--- config.mk ---
export PLATFORM = sky130hd
export DESIGN_NAME = apoll_selector
export DESIGN_NICKNAME = d
export VERILOG_FILES = /design/src/rtl/apoll_pkg.sv /design/src/rtl/apoll_sample.sv /design/src/rtl/apoll_lowest.sv /design/src/rtl/apoll_pick.sv /design/src/rtl/apoll_selector.sv
export SDC_FILE = /design/constraint.sdc
export NUM_CORES = 1
export LEC_CHECK = 0
export BUFFER_PORTS_ARGS = -buffer_cell sky130_fd_sc_hd__buf_2
export CORE_ASPECT_RATIO = 1.75
export CORE_MARGIN = 3
export CORE_UTILIZATION = 47
export DETAILED_ROUTE_END_ITERATION = 10
export PLACE_DENSITY = 0.7
export SYNTH_ARGS = -nofsm -noshare
export SYNTH_HDL_FRONTEND = slang
export SYNTH_SLANG_ARGS = --single-unit
--- constraint.sdc ---
create_clock -name clk -period 5.8 [get_ports clk]
set_input_delay 0.58 -clock clk [delete_from_list [all_inputs] [get_ports clk]]
set_output_delay 0.58 -clock clk [all_outputs]
set_load 0.02 [all_outputs]
--- src/rtl/apoll_pkg.sv ---
package apoll_pkg;
  localparam int OP_W = 4;
  localparam logic [OP_W-1:0] TALK_R0_CODE = 4'b1100;
endpackage

--- src/rtl/apoll_sample.sv ---
module apoll_sample #(
  parameter int ADDR_W  = 4,
  parameter int NUM_DEV = 1 << ADDR_W,
  parameter int CMD_W   = ADDR_W + apoll_pkg::OP_W
) (
  input  logic               clk,
  input  logic               rst_n,
  input  logic               poll_req,
  input  logic [NUM_DEV-1:0] enroll_mask,
  input  logic [CMD_W-1:0]   last_poll_cmd,
  input  logic [CMD_W-1:0]   last_cmd,
  input  logic               srq_seen,
  output logic               req_q,
  output logic [NUM_DEV-1:0] mask_q,
  output logic [CMD_W-1:0]   lpoll_q,
  output logic [CMD_W-1:0]   lcmd_q,
  output logic               srq_q
);
  // the strobe is reset; the data registers only load on a request
  always_ff @(posedge clk) begin
    if (!rst_n) req_q <= 1'b0;
    else        req_q <= poll_req;
  end

  always_ff @(posedge clk) begin
    if (!rst_n) begin
      mask_q  <= '0;
      lpoll_q <= '0;
      lcmd_q  <= '0;
      srq_q   <= 1'b0;
    end else if (poll_req) begin
      mask_q  <= enroll_mask & ~NUM_DEV'(1);  // address 0 never enrolled
      lpoll_q <= last_poll_cmd;
      lcmd_q  <= last_cmd;
      srq_q   <= srq_seen;
    end
  end
endmodule

--- src/rtl/apoll_lowest.sv ---
module apoll_lowest #(
  parameter int ADDR_W  = 4,
  parameter int NUM_DEV = 1 << ADDR_W
) (
  input  logic [NUM_DEV-1:0] vec,
  output logic               any,
  output logic [ADDR_W-1:0]  idx
);
  logic [NUM_DEV-1:0] below;
  logic [NUM_DEV-1:0] first;

  assign below[0] = 1'b0;
  genvar i;
  generate
    for (i = 1; i < NUM_DEV; i++) begin : g_chain
      assign below[i] = below[i-1] | vec[i-1];
    end
  endgenerate

  assign first = vec & ~below;
  assign any   = |vec;

  always_comb begin
    idx = '0;
    for (int k = 0; k < NUM_DEV; k++)
      if (first[k]) idx = idx | ADDR_W'(k);
  end
endmodule

--- src/rtl/apoll_pick.sv ---
module apoll_pick #(
  parameter int ADDR_W  = 4,
  parameter int NUM_DEV = 1 << ADDR_W,
  parameter int CMD_W   = ADDR_W + apoll_pkg::OP_W
) (
  input  logic [NUM_DEV-1:0] mask,
  input  logic [CMD_W-1:0]   lpoll,
  input  logic [CMD_W-1:0]   lcmd,
  input  logic               srq,
  output logic               have_dev,
  output logic [ADDR_W-1:0]  sel_addr
);
  localparam int OP_W = apoll_pkg::OP_W;

  logic [ADDR_W-1:0]  cur;
  logic [NUM_DEV-1:0] above;
  logic [NUM_DEV-1:0] higher;
  logic               cur_enrolled, move;
  logic               hi_any, all_any;
  logic [ADDR_W-1:0]  hi_idx, all_idx;

  assign cur = lpoll[CMD_W-1:OP_W];

  genvar i;
  generate
    for (i = 0; i < NUM_DEV; i++) begin : g_above
      assign above[i] = (ADDR_W+1)'(i) > {1'b0, cur};
    end
  endgenerate

  assign higher       = mask & above;
  assign cur_enrolled = mask[cur];
  assign move         = (srq && (lcmd == lpoll)) || !cur_enrolled;

  apoll_lowest #(.ADDR_W(ADDR_W), .NUM_DEV(NUM_DEV)) u_hi (
    .vec(higher), .any(hi_any), .idx(hi_idx)
  );
  apoll_lowest #(.ADDR_W(ADDR_W), .NUM_DEV(NUM_DEV)) u_all (
    .vec(mask), .any(all_any), .idx(all_idx)
  );

  assign have_dev = all_any;

  always_comb begin
    if (!move)       sel_addr = cur;
    else if (hi_any) sel_addr = hi_idx;
    else             sel_addr = all_idx;
  end
endmodule

--- src/rtl/apoll_selector.sv ---
module apoll_selector #(
  parameter int ADDR_W  = 4,
  parameter int NUM_DEV = 1 << ADDR_W,
  parameter int CMD_W   = ADDR_W + apoll_pkg::OP_W
) (
  input  logic               clk,
  input  logic               rst_n,
  input  logic               poll_req,
  input  logic [NUM_DEV-1:0] enroll_mask,
  input  logic [CMD_W-1:0]   last_poll_cmd,
  input  logic [CMD_W-1:0]   last_cmd,
  input  logic               srq_seen,
  output logic               cmd_valid,
  output logic [CMD_W-1:0]   cmd_byte
);
  logic               req_q, srq_q, have_dev;
  logic [NUM_DEV-1:0] mask_q;
  logic [CMD_W-1:0]   lpoll_q, lcmd_q;
  logic [ADDR_W-1:0]  sel_addr;

  apoll_sample #(.ADDR_W(ADDR_W), .NUM_DEV(NUM_DEV), .CMD_W(CMD_W)) u_sample (
    .clk(clk), .rst_n(rst_n), .poll_req(poll_req),
    .enroll_mask(enroll_mask), .last_poll_cmd(last_poll_cmd),
    .last_cmd(last_cmd), .srq_seen(srq_seen),
    .req_q(req_q), .mask_q(mask_q), .lpoll_q(lpoll_q),
    .lcmd_q(lcmd_q), .srq_q(srq_q)
  );

  apoll_pick #(.ADDR_W(ADDR_W), .NUM_DEV(NUM_DEV), .CMD_W(CMD_W)) u_pick (
    .mask(mask_q), .lpoll(lpoll_q), .lcmd(lcmd_q), .srq(srq_q),
    .have_dev(have_dev), .sel_addr(sel_addr)
  );

  // suppress polls to nobody and polls that repeat the last command
  assign cmd_byte  = {sel_addr, apoll_pkg::TALK_R0_CODE};
  assign cmd_valid = req_q && have_dev && (cmd_byte != lcmd_q);
endmodule

# [Yosys cells after proc, flatten, opt, wreduce, memory -nomap -nowiden]
# Index checks and enable logic that the tools add are counted.
[classes] mux=34 magnitude_cmp=16 n_bitwise=32 reduce_logical=7 eq_ne=2
[ops] cell="4-bit two-way mux" count=18
[ops] cell="16-bit bitwise AND" count=3
[ops] cell="4-bit > comparator, first input constant" count=8
[ops] cell="16-bit inverter" count=2
[ops] cell="1-bit OR" count=27
[ops] cell="3-bit two-way mux" count=8
[ops] cell="3-bit by 4-bit > comparator with 1-bit output, first input constant" count=4
[ops] cell="16-bit OR reduction" count=1
[ops] cell="15-bit OR reduction" count=1
[ops] cell="8-bit equality test" count=1
[ops] cell="2-bit by 4-bit > comparator with 1-bit output, first input constant" count=2
[ops] cell="2-bit two-way mux" count=4
[ops] cell="8-bit inequality test" count=1
[ops] cell="4-bit by 5-bit < comparator with 1-bit output, second input constant" count=1
[ops] cell="1-bit binary-select mux with 4-bit select" count=1
[ops] cell="1-bit by 4-bit > comparator with 1-bit output, first input constant" count=1
[ops] cell="1-bit logical AND" count=3
[ops] cell="1-bit two-way mux" count=3
[ops] cell="1-bit logical NOT" count=1
[ops] cell="1-bit logical OR" count=1
[word_totals] regBits=33 inputBits=36 word_cells=96 out_inout_bits=9

# [Depth between registers and ports, before layout]
# Gate-level depths: netlist (run 1).
[depth] ltp_word=37 ltp_mapped=11 ltp_nobuf=9

# [Cells and area by module]
# From an unflattened synthesis (run 1), not the netlist that was laid out.
[unflattened] cells_unflattened=249 area_unflattened_um2=2371.0
[by_module_without_submodules] mod="apoll_sample" seq_area_each_um2=660.6 instances=1 cells_each=107 area_each_um2=1281.2
[by_module_without_submodules] mod="apoll_pick" seq_area_each_um2=0.0 instances=1 cells_each=62 area_each_um2=558.0
[by_module_without_submodules] mod="apoll_lowest" seq_area_each_um2=0.0 instances=2 cells_each=33 area_each_um2=215.2
[by_module_without_submodules] mod="apoll_selector" seq_area_each_um2=0.0 instances=1 cells_each=14 area_each_um2=101.3

# [Least setup slack after synthesis (run 1)]
# No wires, ideal clock.
[synth_timing] path_kind="reg-to-output" from="register u_sample.lpoll_q[5]" to="output cmd_valid" required_time_ps=5220 path_stages_with_launch=11 setup_slack_ps=2918 arrival_ps=2302 path_buffers=1 path_cell_list="dfxtp_1 > buf_4 > nand2_1 > a32oi_2 > o211ai_2 > or4_4 > o21ai_0 > nor2_1 > xnor2_1 > o21a_1 > a31oi_1"
[synth_between] elab_chain_len=23 word_cells_on_any_way=58 cone_classes="order compare (15); eq/ne (2); mux (19); bitwise (17); reduce/logical (5)"
[synth_lines] element="start: declaration" line_no="apoll_sample.sv:15" text="output logic [CMD_W-1:0] lpoll_q,"
[synth_lines] element="start signal: assignment" line_no="apoll_sample.sv:33" text="lpoll_q <= last_poll_cmd;"
[synth_lines] element="1-bit by 4-bit > comparator with 1-bit output" line_no="apoll_pick.sv:27" text="assign above[i] = (ADDR_W+1)'(i) > {1'b0, cur};"
[synth_lines] element="16-bit bitwise AND" line_no="apoll_pick.sv:31" text="assign higher = mask & above;"
[synth_lines] element="1-bit OR" line_no="apoll_lowest.sv:16" text="assign below[i] = below[i-1] | vec[i-1];"
[synth_lines] element="1-bit OR / 16-bit inverter (equally long branches)" line_no="apoll_lowest.sv:16, apoll_lowest.sv:20"
[synth_lines] element="16-bit inverter, or another cell as far along" line_no="apoll_lowest.sv:20" text="assign first = vec & ~below;"
[synth_lines] element="16-bit bitwise AND, or another cell as far along" line_no="apoll_lowest.sv:20"
[synth_lines] element="2-bit two-way mux, or another cell as far along" line_no="apoll_lowest.sv:26" text="if (first[k]) idx = idx | ADDR_W'(k);"
[synth_lines] element="3-bit two-way mux, or another cell as far along (4 in series)" line_no="apoll_lowest.sv:26"
[synth_lines] element="4-bit two-way mux, or another cell as far along (6 in series)" line_no="apoll_lowest.sv:26"
[synth_lines] element="4-bit two-way mux / 16-bit bitwise AND (equally long branches)" line_no="apoll_lowest.sv:26, apoll_lowest.sv:20"
[synth_lines] element="4-bit two-way mux" line_no="apoll_lowest.sv:26"
[synth_lines] element="4-bit two-way mux" line_no="apoll_pick.sv:46" text="else if (hi_any) sel_addr = hi_idx;"
[synth_lines] element="4-bit two-way mux (*)" line_no="apoll_pick.sv:45" text="if (!move) sel_addr = cur;"
[synth_lines] element="8-bit inequality test (*)" line_no="apoll_selector.sv:36" text="assign cmd_valid = req_q && have_dev && (cmd_byte != lcmd_q);"
[synth_lines] element="1-bit logical AND (*)" line_no="apoll_selector.sv:36"
[synth_lines] element="end: declaration" line_no="apoll_selector.sv:13" text="output logic cmd_valid,"
# Mark *: on every way between the ends. The rest lies on a longest branch, timed or not. The select of a mux whose other input is x is not followed.

# [Final worst setup path (run 1)]
[layout_timing] from="register u_sample.lpoll_q[7]" to="output cmd_valid"
# The elaborated chain is that of the path after synthesis.

==> results_dict.tcl, run 1 <==
set metrics [dict create \
    hold_viol 0 \
    post_synth.cell_area_avg_um2 8.45 \
    drive_gt1_share_pct 21.5 \
    ys_seq_elements 33 \
    die_w_um 59.0 \
    grt_usage_pct 21.1 \
    min-delay-start "u_sample.srq_q" \
    post_cts_buffers 0 \
    routedWlPerCell_um 15.8 \
    num_rows 33 \
    post_cts_resized 0 \
    slowest_stage "dfxtp_1" \
    crit_chain "nand2_1 -> a21oi_1 -> o211ai_1 -> or4_4 -> o21ai_0 -> nor2_1 -> xnor2_1 -> o21a_1 -> a31oi_1 -> buf_2" \
    post-place-ws_ns 2.33 \
    final_antenna_net_count 0 \
    grt_pass1_vias 2014 \
    dpl.hpwl_um 4130 \
    vias 2038 \
    r2r_slack_ns 4.63 \
    cellPowerDensity_nw_per_um2 256 \
    synth.distinct_cells 59 \
    drtPass1Iterations 4 \
    rsz0062_at_grt "no" \
    cts_tree "done" \
    setup_viol 0 \
    fin_util_pct 54.7 \
    fmax_ghz 0.263 \
    start_util_pct 49.0 \
    postSynthCellCount 273 \
    fill_cells 494 \
    ios 45 \
    cp-end-kind "output port" \
    portBuffers 39 \
    cp.required_ns 5.22 \
    netlist.area_leader.share_pct 28.6 \
    nets 337 \
    hold_path_depth 2 \
    crit_path_start_kind "flip-flop" \
    min_path_type "reg2reg" \
    vias_per_cell 5.76 \
    fp.dieH_um 98.7 \
    die_area_um2 5820 \
    vdd_drop_max_v 0.000205 \
    fp.coreArea_um2 4710 \
    yosys-top-cells-area "dfxtp_1, mux2i_1, nor2b_1, xnor2_1, nand2_1" \
    period_share_pct 65.7 \
    route.detailed.drc 0 \
    slew_viol_final 0 \
    reg2reg_to "u_sample.lpoll_q[5]" \
    synth-main-ff-cell "dfxtp_1" \
    clk_pin_slew_ns 0.07 \
    arrival_ns 3.23 \
    p_leak_nw 1.08 \
    ff2ff_path_depth 2 \
    slowest_delay_ns 0.83 \
    cts_sinks 33 \
    worst-slew-pin-transition_ns 0.949 \
    synth-edff-count 0 \
    slew_headroom_pct 36.8 \
    final_common_cell "buf_2" \
    power_uw 658 \
    initialDrtViolationCount 42 \
    min_period_ns 3.81 \
    grt-ovfl-total 0 \
    clockBufferDepth 2 \
    critPathKind "reg2out" \
    ys_seq_area_share_pct 28.6 \
    area_delta_synth_final_pct 11.6 \
    yosys_warnings 0 \
    clk_latency_ns 0.28 \
    cap_violations 0 \
    regToRegStartpoint "u_sample.lpoll_q[5]" \
    critical-path-top-delay-family "compound AO/OA/AOI/OAI gates" \
    synth_area_um2 2310 \
    cp.buffers_inverters 1 \
    htree_levels 2 \
    cts_hold_buf 0 \
    totalWireLength_um 5590 \
    root_buffer "clkbuf_8" \
    grt_first_pass_wirelength_um 9480 \
    mostFrequentLayoutCells "buf_2, nor2b_1, mux2i_1, dfxtp_1, nand2_1" \
    gp_congestion 0.913 \
    ys_async_sr_fraction_pct 0 \
    critPathMaxFanout 20 \
    clock_skew_ns 0 \
    setup_ws_ns 1.99 \
    diodes 0 \
    hold_end "u_sample.srq_q" \
    cp.depth 10 \
    outcome "finished clean" \
    grt_max_degree 34 \
    antenna_found_initial 0 \
    final.setup.tns_ns 0 \
    synth_top_cell_by_area "dfxtp_1" \
    cts_buffers 5 \
]
how the worst max path moves through the flow:
stage	from	endpoint	slack, ns
after detailed placement	u_sample.lpoll_q[7]	cmd_valid	2.33
after floorplan	u_sample.lpoll_q[5]	cmd_valid	2.92
after global routing	u_sample.lpoll_q[7]	cmd_valid	1.72
final	u_sample.lpoll_q[7]	cmd_valid	1.99
after CTS	u_sample.lpoll_q[7]	cmd_valid	2.01
after global placement	u_sample.lpoll_q[7]	cmd_valid	2.33
Yosys cell counts (2+ instances only):
cell,instances
conb_1,2
nor2b_1,36
buf_4,5
nor2_1,14
o21ai_1,2
inv_1,4
a31oi_1,4
o21ai_0,11
buf_2,2
xnor2_1,11
nand2b_1,2
o211ai_1,2
mux2_2,4
buf_6,2
nand2_1,23
nor4_1,4
mux2i_1,33
dfxtp_1,33
nand3_1,6
o211ai_2,2
clkbuf_1,9
nor3_1,10
nor3b_1,2
nand4_1,2
a21oi_1,11
o31ai_1,4
through the flow:
stage | instance area, um^2 | hold WS, ns | std cells
after floorplan | 2310 | 0.482 | 275
after global placement | 2460 | 0.522 | 346
after detailed placement | 2460 | 0.520 | 346
after CTS | 2570 | 0.539 | 354
after global routing | 2570 | 0.552 | 354
final | 2570 | 0.532 | 354
routing by layer:
metal | up-vias | global-route usage [%] | part of all wire [%] | routed length (um)
li1 | 1021 | - | - | -
met4 | 0 | 13.8 | 5.1 | 283
met1 | 929 | 24.4 | 38 | 2120
met2 | 67 | 35.1 | 52 | 2920
met5 | - | 0 | 0 | 0
met3 | 21 | 2.88 | 4.8 | 269
final cells by class:
type	count	area (um^2)	share of cell area [%]
clock buffer	5	68.8	2.67
clock inverter	3	46.3	1.80
inverter	5	18.8	0.729
multi-input combinational	217	1520	59.0
sequential	33	661	25.7
tap	52	65.1	2.53
timing repair buffer	39	195	7.58
report_power, final:
part           switching [mW]  leakage (nW)  internal, mW
Sequential             0.0281         0.273         0.240
Clock                  0.0911        0.0543         0.129
Combinational          0.0892         0.753        0.0808
sequential cells by signal (all words and copies together), names as in the netlist:
signal	flops
u_sample.lcmd_q	8
u_sample.lpoll_q	8
u_sample.mask_q	15
u_sample.req_q	1
u_sample.srq_q	1
worst register-to-register path, stage by stage, from the launching register on:
cell     delay (ns)
dfxtp_1        0.83
mux2i_1        0.16
nor2b_1        0.13
logic make-up after synthesis:
group,count (synthesis),synth area share [%]
AND/OR/NAND/NOR,108,25.8
AO/OA/AOI/OAI,54,16.5
multiplexers,39,18.4
flip-flops,33,28.6
buffers and inverters,25,5.81
XOR/XNOR,12,4.56
other,2,0.326
Power figures use the tool's default switching activity.
==> inputs of run 2 (changes only) <==
- clock period: 5.8 -> 3.6 ns (I/O delays scaled with it)
==> run 2 against run 1 <==
  * Sequential power is 60% higher
  * Critical path type unchanged
  * Clock-buffer cell count stayed put
  * Largest power group unchanged
  * Critical path depth unchanged
  * Critical endpoint unchanged
  * Hold slack got worse by 0.21 ns
==> results_dict.tcl, run 2 (same netlist as run 1, synthesis figures left out) <==
set metrics [dict create \
    outcome "finished clean" \
    dpl.hpwl_um 4320 \
    gp_congestion 0.929 \
    top_usage_layer "met2" \
    arrival_ns 2.97 \
    worstSetupStartpoint "u_sample.lpoll_q[4]" \
    cp.buffers_inverters 1 \
    grt_first_pass_wirelength_um 9600 \
    final_common_cell "buf_2" \
    min-delay-start "enroll_mask[10]" \
    drtPass1Iterations 5 \
    grt_pass1_vias 2032 \
    power_mw 1.07 \
    final_antenna_net_count 0 \
    num_rows 33 \
    cts_sinks 33 \
    slowest_delay_ns 0.63 \
    mostFrequentLayoutCells "buf_2, nor2b_1, mux2i_1" \
    clockBufferDepth 2 \
    min_period_ns 3.33 \
    area_delta_synth_final_pct 13.3 \
    setup_ws_ns 0.266 \
    slowest_stage "dfxtp_1" \
    setup_viol 0 \
    vias 2052 \
    vias_per_cell 5.72 \
    whs_ns 0.324 \
    largest_register_ff_count 15 \
    cellPowerDensity_nw_per_um2 409 \
    root_buffer "clkbuf_8" \
    cts_hold_buf 0 \
    grt_max_degree 34 \
    use_met3_pct 3.41 \
    cap_violations 0 \
    ios 45 \
    die_w_um 59.0 \
    fp.coreArea_um2 4710 \
    drive_gt1_share_pct 23.5 \
    route.detailed.drc 0 \
    cp.required_ns 3.24 \
    critical-path-top-delay-family "compound AO/OA/AOI/OAI gates" \
    cp.depth 10 \
    initialDrtViolationCount 56 \
    clk_pin_slew_ns 0.08 \
    start_util_pct 49.0 \
    critPathMaxFanout 12 \
    vdd_drop_max_v 0.000323 \
    crit_chain "or2b_1 -> a21oi_1 -> o211ai_1 -> or4_4 -> o21ai_0 -> nor2_1 -> xnor2_1 -> o21a_1 -> a31oi_1 -> buf_2" \
    p_leak_nw 1.11 \
    htree_levels 2 \
    crit_path_start_kind "flip-flop" \
    slew_viol_final 0 \
    min_path_type "in2reg" \
    grt_usage_pct 21.3 \
    cp-end-kind "output port" \
    final.setup.tns_ns 0 \
    totalWireLength_um 5650 \
    grt-ovfl-total 0 \
    r2r_slack_ns 2.49 \
    clk_latency_ns 0.29 \
    antenna_found_initial 0 \
    hold_path_depth 3 \
    reg_top3 "u_sample.mask_q (15), u_sample.lcmd_q (8), u_sample.lpoll_q (8)" \
    rsz0062_at_grt "no" \
    fmax_ghz 0.300 \
    clock_skew_ns 0 \
    critPathKind "reg2out" \
    fp.dieH_um 98.7 \
    nets 342 \
    die_area_um2 5820 \
    cts_tree "done" \
    routedWlPerCell_um 15.7 \
    diodes 0 \
    regMostFlops "u_sample.mask_q" \
    worst-slew-pin-transition_ns 0.928 \
    cts_buffers 5 \
    regToRegStartpoint "u_sample.lpoll_q[6]" \
    slew_headroom_pct 38.2 \
    hold_viol 0 \
    period_share_pct 92.6 \
    gr-usage-met2_pct 36.9 \
    gr-usage-met1_pct 24.0 \
    portBuffers 39 \
    ff2ff_path_depth 3 \
    post-place-ws_ns 0.518 \
]
run 2: cell types whose count changed in the layout (fill, tap and decap cells not counted):
cell	change
dfxtp_1	-2
dfxtp_2	+2
buf_4	+5
run 2: final timing paths:
check                                           end
worst min register to register       u_sample.srq_q
worst max-delay path                      cmd_valid
worst max register to register  u_sample.lpoll_q[6]
worst min-delay path            u_sample.mask_q[10]
run 2: power by group:
part	switching [mW]	leakage (nW)	internal, mW
Sequential	0.0408	0.273	0.387
Combinational	0.151	0.779	0.135
Clock	0.148	0.0543	0.207
run 2: cell type report:
| type | instances | area [um^2] |
|---|---|---|
| clock buffer | 5 | 68.8 |
| clock inverter | 3 | 46.3 |
| fill | 467 | 2090 |
| inverter | 5 | 18.8 |
| multi-input combinational | 217 | 1520 |
| sequential | 33 | 663 |
| tap | 52 | 65.1 |
| timing repair buffer | 44 | 233 |
run 2: tightest hold or removal path, cell delays in order:
cell	delay (ns)
buf_2	0.07
mux2i_1	0.05
nor2b_1	0.09
run 2: per-layer routing:
layer | vias up | share of wire [%]
li1 | 1026 | -
met5 | - | 0
met3 | 16 | 4.5
met4 | 0 | 4.2
met1 | 941 | 38
met2 | 69 | 54
run 2: metrics by stage:
step	instances	cell area, um^2	util (%)
2_1_floorplan	275	2310	-
3_3_place_gp	351	2500	53.0
3_5_place_dp	351	2500	53.0
4_1_cts	359	2610	55.5
5_1_grt	359	2610	55.5
6_report	359	2610	55.5
run 2: what timing repair did:
action,4_1_cts,5_1_grt
gates resized for setup,0,2
setup endpoints to repair,0,1
endpoints found under the hold margin,0,0
buffers inserted,0,0
==> inputs of run 3 (changes only) <==
- clock period: 3.6 -> 3.4 ns (I/O delays scaled with it)
==> run 3 against run 2 <==
  * Design area grew 0.19%
  * Total power up 6.0%
  * Global-route usage down 0.15 points
  * Die area did not move
  * Sequential share of layout area is 0.14 points higher
  * Sequential cell count is the same
  * Clock-buffer cell count stayed put
  * Register-to-register slack is essentially flat
  * Combinational power increased by 6%
  * Final cell count unchanged
  * Critical endpoint unchanged
==> results_dict.tcl, run 3 (same netlist as run 1, synthesis figures left out) <==
set metrics [dict create \
    period_share_pct 92.7 \
    antenna_found_initial 0 \
    rsz0062_at_grt "no" \
    cp-end-kind "output port" \
    portBuffers 39 \
    fp.coreArea_um2 4710 \
    multi_input_area_um2 1520 \
    grt_first_pass_wirelength_um 9540 \
    slew_viol_final 0 \
    grt_pass1_vias 2031 \
    mostFrequentLayoutCells "buf_2, nor2b_1, mux2i_1" \
    grt_usage_pct 21.1 \
    fin_util_pct 55.6 \
    cts_hold_buf 0 \
    cts_tree "done" \
    gp_congestion 0.943 \
    vias 2029 \
    p_leak_nw 1.11 \
    post_cts_resized 1 \
    die_area_um2 5820 \
    arrival_ns 2.81 \
    clk_pin_slew_ns 0.07 \
    final_area_um2 2620 \
    cap_violations 0 \
    diodes 0 \
    slew_headroom_pct 38.1 \
    cellPowerDensity_nw_per_um2 433 \
    post_dp_cell_area_um2 2500 \
    drive_gt1_share_pct 24.1 \
    htree_levels 2 \
    route.detailed.drc 0 \
    regMostFlops "u_sample.mask_q" \
    cts_buffers 5 \
    grt_max_degree 34 \
    die_w_um 59.0 \
    largest_register_ff_count 15 \
    final_common_cell "buf_2" \
    routedWlPerCell_um 15.8 \
    totalWireLength_um 5670 \
    nets 342 \
    clockBufferDepth 2 \
    grt-ovfl-total 0 \
    vias_per_cell 5.65 \
    drtPass1Iterations 4 \
    ios 45 \
    regArea_um2 668 \
    initialDrtViolationCount 53 \
    critPathMaxFanout 18 \
    final_cells 359 \
    root_buffer "clkbuf_8" \
    dp_cells 351 \
    outcome "finished clean" \
    fp.dieH_um 98.7 \
    start_util_pct 49.0 \
    cts_sinks 33 \
    hold_viol 0 \
    reg_top3 "u_sample.mask_q (15), u_sample.lcmd_q (8), u_sample.lpoll_q (8)" \
    post_cts_buffers 0 \
    whs_ns 0.305 \
    final.setup.tns_ns 0 \
    worst-slew-pin-transition_ns 0.928 \
    fill_cells 462 \
    critPathKind "reg2out" \
    num_rows 33 \
    min_path_type "in2reg" \
    area_delta_synth_final_pct 13.6 \
    setup_viol 0 \
    min_period_ns 3.15 \
    fmax_ghz 0.317 \
    clk_latency_ns 0.29 \
    final_antenna_net_count 0 \
    crit_path_start_kind "flip-flop" \
    dpl.hpwl_um 4270 \
    vdd_drop_max_v 0.000458 \
    clock_skew_ns 0 \
    cp.required_ns 3.06 \
]
run 3: cell type report:
class / instances / share of cell area [%]
clock buffer: 5 / 2.63
clock inverter: 3 / 1.77
inverter: 5 / 0.717
multi-input combinational: 217 / 58.0
sequential: 33 / 25.5
tap: 52 / 2.48
timing repair buffer: 44 / 8.89
run 3: stage by stage:
stage	total power, mW	worst slack (ns)
after floorplan	0.683	0.758
after global placement	0.760	0.290
after detailed placement	0.764	0.293
after global routing	1.19	0.0250
final	1.13	0.247
after CTS	1.14	0.0710
run 3: report_power, final:
part	switching [mW]	internal, mW
Clock	0.157	0.219
Sequential	0.0440	0.410
Combinational	0.160	0.143
run 3: path summary, 6_finish.rpt:
kind / start / endpoint / slack (ns) / cells past startpoint
max: u_sample.lpoll_q[5] / cmd_valid / 0.25 / 10
min: last_cmd[2] / u_sample.lcmd_q[2] / 0.30 / 3
max reg2reg: u_sample.lpoll_q[6] / u_sample.lpoll_q[6] / 2.48 / 3
min reg2reg: u_sample.srq_q / u_sample.srq_q / 0.54 / 2
run 3: worst max-delay path, cell delays in order, from the launching register on:
cell and delay (ns):
dfxtp_4 0.47, and2b_1 0.20, o21ai_1 0.23, nand2_1 0.15, or4_4 0.56, o21ai_0 0.17, nor2_1 0.09, xnor2_1 0.12
o21a_1 0.16, a31oi_1 0.17, buf_2 0.19
run 3: per-layer routing:
layer  vias up  wire [um]  track usage, %  share of wire [%]
li1       1027          -               -                  -
met1       935       2190            23.8                 39
met2        54       3070            37.6                 54
met3        13        211            3.54                3.7
met4         0        197            8.90                3.5
met5         -          0               0                  0
